## src/rtl/bml_pkg.sv

```systemverilog
package bml_pkg;

    // Encoding is {mode_pin_a, mode_pin_b}; the bit positions are part of the behaviour.
    typedef enum logic [1:0] {
        MODE_BOOT     = 2'b00,
        MODE_SINGLE   = 2'b01,
        MODE_TEST     = 2'b10,
        MODE_EXPANDED = 2'b11
    } boot_mode_e;

    typedef enum logic [1:0] {
        ST_HOLD = 2'd0,
        ST_LOAD = 2'd1,
        ST_RUN  = 2'd2
    } ldr_state_e;

endpackage

```

## src/rtl/bml_mode_latch.sv

```systemverilog
module bml_mode_latch
    import bml_pkg::*;
(
    input  logic       clk,
    input  logic       rst_n,
    input  logic       pin_a,
    input  logic       pin_b,
    output boot_mode_e mode_q
);

    // Follows the pins throughout reset; frozen once reset is released.
    always_ff @(posedge clk) begin
        if (!rst_n) begin
            mode_q <= boot_mode_e'({pin_a, pin_b});
        end
    end

endmodule

```

## src/rtl/bml_loader_fsm.sv

```systemverilog
module bml_loader_fsm
    import bml_pkg::*;
#(
    parameter int DATA_W     = 8,
    parameter int LOAD_BYTES = 256,
    localparam int RAM_AW    = $clog2(LOAD_BYTES)
) (
    input  logic              clk,
    input  logic              rst_n,
    input  boot_mode_e        mode,
    input  logic              rx_valid,
    input  logic [DATA_W-1:0] rx_data,
    output logic              ram_we,
    output logic [RAM_AW-1:0] ram_addr,
    output logic [DATA_W-1:0] ram_wdata,
    output logic              core_run
);

    localparam logic [RAM_AW-1:0] LAST_IDX = RAM_AW'(LOAD_BYTES - 1);

    ldr_state_e        state_q, state_d;
    logic [RAM_AW-1:0] cnt_q;
    logic              take;

    assign take = (state_q == ST_LOAD) && rx_valid;

    // State register
    always_ff @(posedge clk) begin
        if (!rst_n) begin
            state_q <= ST_HOLD;
        end else begin
            state_q <= state_d;
        end
    end

    // Byte counter: clears in reset, advances on each accepted byte
    always_ff @(posedge clk) begin
        if (!rst_n) begin
            cnt_q <= '0;
        end else if (take) begin
            cnt_q <= cnt_q + 1'b1;
        end
    end

    // Transitions
    always_comb begin
        state_d = state_q;
        unique case (state_q)
            ST_HOLD: state_d = (mode == MODE_BOOT) ? ST_LOAD : ST_RUN;
            ST_LOAD: if (take && (cnt_q == LAST_IDX)) state_d = ST_RUN;
            ST_RUN:  state_d = ST_RUN;
            default: state_d = ST_HOLD;
        endcase
    end

    // Outputs
    always_comb begin
        ram_we    = 1'b0;
        core_run  = 1'b0;
        ram_addr  = cnt_q;
        ram_wdata = rx_data;
        unique case (state_q)
            ST_HOLD: ;
            ST_LOAD: ram_we = rx_valid;
            ST_RUN:  core_run = 1'b1;
            default: ;
        endcase
    end

endmodule

```

## src/rtl/boot_mode_loader.sv

```systemverilog
module boot_mode_loader
    import bml_pkg::*;
#(
    parameter int              DATA_W       = 8,
    parameter int              LOAD_BYTES   = 256,
    parameter int              VEC_W        = 16,
    parameter logic [VEC_W-1:0] NORMAL_START = 16'hE000,
    parameter logic [VEC_W-1:0] LOAD_BASE    = 16'h0000,
    localparam int             RAM_AW       = $clog2(LOAD_BYTES)
) (
    input  logic              clk,
    input  logic              rst_n,
    input  logic              mode_pin_a,
    input  logic              mode_pin_b,
    input  logic              rx_valid,
    input  logic [DATA_W-1:0] rx_data,
    output logic              ram_we,
    output logic [RAM_AW-1:0] ram_addr,
    output logic [DATA_W-1:0] ram_wdata,
    output logic [VEC_W-1:0]  start_addr,
    output logic              core_run,
    output logic [1:0]        mode,
    output logic              ext_bus_en
);

    boot_mode_e mode_q;

    bml_mode_latch u_latch (
        .clk    (clk),
        .rst_n  (rst_n),
        .pin_a  (mode_pin_a),
        .pin_b  (mode_pin_b),
        .mode_q (mode_q)
    );

    bml_loader_fsm #(
        .DATA_W     (DATA_W),
        .LOAD_BYTES (LOAD_BYTES)
    ) u_fsm (
        .clk       (clk),
        .rst_n     (rst_n),
        .mode      (mode_q),
        .rx_valid  (rx_valid),
        .rx_data   (rx_data),
        .ram_we    (ram_we),
        .ram_addr  (ram_addr),
        .ram_wdata (ram_wdata),
        .core_run  (core_run)
    );

    always_comb begin
        start_addr = NORMAL_START;
        ext_bus_en = 1'b0;
        unique case (mode_q)
            MODE_BOOT:     start_addr = LOAD_BASE;
            MODE_SINGLE:   ext_bus_en = 1'b0;
            MODE_EXPANDED: ext_bus_en = 1'b1;
            MODE_TEST:     ext_bus_en = 1'b1;
            default:       ext_bus_en = 1'b0;
        endcase
    end

    assign mode = mode_q;

endmodule

```

## config.mk

```make
export PLATFORM = sky130hd
export DESIGN_NAME = boot_mode_loader
export DESIGN_NICKNAME = d
export VERILOG_FILES = /design/src/rtl/bml_pkg.sv /design/src/rtl/bml_mode_latch.sv /design/src/rtl/bml_loader_fsm.sv /design/src/rtl/boot_mode_loader.sv
export SDC_FILE = /design/constraint.sdc
export NUM_CORES = 1
export LEC_CHECK = 0
export BUFFER_PORTS_ARGS = -buffer_cell sky130_fd_sc_hd__buf_2
export CAP_MARGIN = 20
export CORE_ASPECT_RATIO = 0.8
export CORE_MARGIN = 4
export CORE_UTILIZATION = 40
export CTS_CLUSTER_DIAMETER = 100
export DETAILED_ROUTE_END_ITERATION = 7
export PLACE_DENSITY = 0.76
export SYNTH_ARGS = -nofsm -noshare
export SYNTH_HDL_FRONTEND = slang
export SYNTH_SLANG_ARGS = --single-unit
```

## constraint.sdc

```tcl
create_clock -name clk -period 2.1 [get_ports clk]
set_clock_uncertainty 0.2 [all_clocks]
set_input_delay 0.105 -clock clk [delete_from_list [all_inputs] [get_ports clk]]
set_output_delay 0.105 -clock clk [all_outputs]
set_load 0.05 [all_outputs]
```

==> impl_metrics.json <==
{
  "dp_hpwl_um": 1050,
  "htreeDepth": 1,
  "postPlaceCellArea_sq_um": 785,
  "cts_tree": "done",
  "antenna_left": 0,
  "cts_sinks": 12,
  "grt_usage": 0.101,
  "dr.first_iter.drc_count": 11,
  "fin_nets": 126,
  "cts_buffer_depth": 2,
  "setup_violations": 0,
  "chipHeight_um": 47.8,
  "die_w_um": 57.7,
  "max_freq_ghz": 0.566,
  "synth_area_sq_um": 791,
  "avgRoutedWirePerCell_um": 10.6,
  "tns_ns": 0,
  "routed_wl_um": 1390,
  "ir_worst_vdd_v": 0.000400,
  "seq_area_frac_synth": 0.329,
  "syn_avg_cell_area_sq_um": 8.60,
  "dp_slack_ns": 0.327,
  "yosysWarnings": 0,
  "grt_max_degree": 10,
  "cts_buffers": 3,
  "synthCells": 92,
  "final_area_sq_um": 851,
  "vias_per_cell": 4.46,
  "power_density_nw_per_um2": 669,
  "cp.required_ns": 2.10,
  "hp-class": "in -> out",
  "io_buffers": 20,
  "synth_top_area_cell": "dfxtp_1",
  "rsz0062_at_grt": "no",
  "synth_area_leaders": "dfxtp_1, buf_4, ha_1, edfxtp_1, mux2i_1",
  "final_hold_viol_count": 0,
  "drt-pass1-iter-count": 4,
  "synth_mux_area_frac": 0.0506,
  "grt_overflow": 0,
  "clockRootBuffer": "clkbuf_4",
  "antenna_found_initial": 0,
  "synth_compound_area_frac": 0.0854,
  "synth.distinct_cells": 27,
  "postCtsResizedCells": 0,
  "clk_pin_slew_worst_paths_ns": 0.07,
  "drc": 0,
  "async_reset_ff_frac": 0,
  "via_count": 584,
  "slew_violations": 0,
  "path_class": "reg -> reg",
  "ys_ff_latch": 12,
  "diodes": 0,
  "die-area_sq_um": 2760,
  "syn_to_final_growth_pct": 7.59,
  "p_leak_nw": 0.405,
  "start_util": 0.422,
  "min_period_over_period": 0.841,
  "fp-row-count": 14,
  "core_sq_um": 1870,
  "drive_gt1_frac": 0.243,
  "synthAdderAreaFrac": 0.0791,
  "critPathLaunchType": "register",
  "synth_top_family_by_area": "buffers and inverters",
  "ys.flop_type": "dfxtp_1",
  "cap_viol_max_count": 0,
  "whs_ns": 0.0100,
  "grt_pass1_vias": 472,
  "status": "finished, final reports clean",
  "synth_xor_area_frac": 0.0222,
  "clkLatencyLatePin_ns": 0.26,
  "synth_edf_count": 2,
  "end_kind": "register",
  "fin_ws_ns": 0.334,
  "gp_congestion": 0.857,
  "synthSimpleGateAreaFrac": 0.152,
  "fin_crit_ns": 1.77,
  "synth_top_cell_area_share": 0.253,
  "grt_pass1_wl_um": 2090,
  "io_pins": 50,
  "crit_fanout": 8,
  "arrival_ns": 1.76
}
[critical path: stages (launching register included)]
cell and delay, ns:
dfxtp_1 0.34, inv_1 0.08, ha_1 0.28, nand2_4 0.12
o41ai_2 0.45, mux2i_1 0.23
[kinds of logic after synthesis]
family	Yosys count
AO/OA/AOI/OAI	10
XOR/XNOR	2
adder cells (fa/ha/maj)	5
buffers and inverters	35
flip-flops	12
multiplexers	4
other	1
AND/OR/NAND/NOR	23
[routing by layer]
metal / track usage / vias up / part of all wire
met5: 0 / - / 0
met4: 0.0694 / 0 / 0.019
met3: 0.0270 / 6 / 0.080
met2: 0.144 / 21 / 0.46
met1: 0.135 / 260 / 0.44
li1: - / 297 / -
[cells in the final DEF (no fill, tap or decap), drive strengths merged, types with 4 or more instances in the layout]
cell type	synthesis	routed
a21oi	4	4
buf	24	20
clkbuf	1	4
conb	1	13
dfxtp	10	10
dlygate4sd3	0	4
ha	5	5
inv	9	9
mux2i	4	4
nand2	8	8
nand3	5	5
[path summary, 6_finish.rpt]
kind                startpoint                end  slack (ns)  depth (start not counted)
max reg2reg   u_fsm.state_q[1]   u_fsm.state_q[1]        0.33                          5
max           u_fsm.state_q[1]   u_fsm.state_q[1]        0.33                          5
min reg2reg  u_fsm.ram_addr[7]  u_fsm.ram_addr[7]        0.27                          2
min                 rx_data[2]       ram_wdata[2]        0.01                          0
[through the flow]
stage | power (W) | util | instances
finish | 0.000569 | 0.454 | 131
global route | 0.000600 | 0.454 | 131
CTS | 0.000577 | 0.454 | 131
detailed placement | 0.000424 | 0.419 | 123
global placement | 0.000422 | 0.419 | 123
floorplan | 0.000465 | - | 104
[sequential cells by signal, summed over array words and instances, names as in the netlist]
name            flops
u_fsm.ram_addr      8
u_fsm.state_q       2
u_latch.mode_q      2
[power by group]
part / internal, W / switching, W / leakage [nW]
clock network: 0.0000735 / 0.0000718 / 0.0150
registers: 0.000243 / 0.00000829 / 0.101
logic: 0.0000351 / 0.000137 / 0.290
[cell usage after synthesis (2+ instances only)]
cell type and n:
mux2i_1 4, dfxtp_1 10, buf_4 23, nor4_1 2, edfxtp_1 2, nand3_1 5
nor2_1 3, nand2_1 7, inv_1 9, o21ai_0 3, ha_1 5, a21oi_1 4
[area by class of cell]
class / instances / area, sq um
clock buffers: 4 / 26.3
fillers: 183 / 1020
inverters: 10 / 37.5
multi-input cells: 57 / 357
flip-flops and latches: 12 / 260
well taps: 24 / 30.0
repair buffers: 24 / 140
[timing repair]
action / CTS / global route
hold buffers: 4 / 0
setup endpoints to repair: 0 / 0
setup buffers: 0 / 0
endpoints found under the hold margin: 7 / 0
No activity file was read; power rests on OpenSTA's default activity.
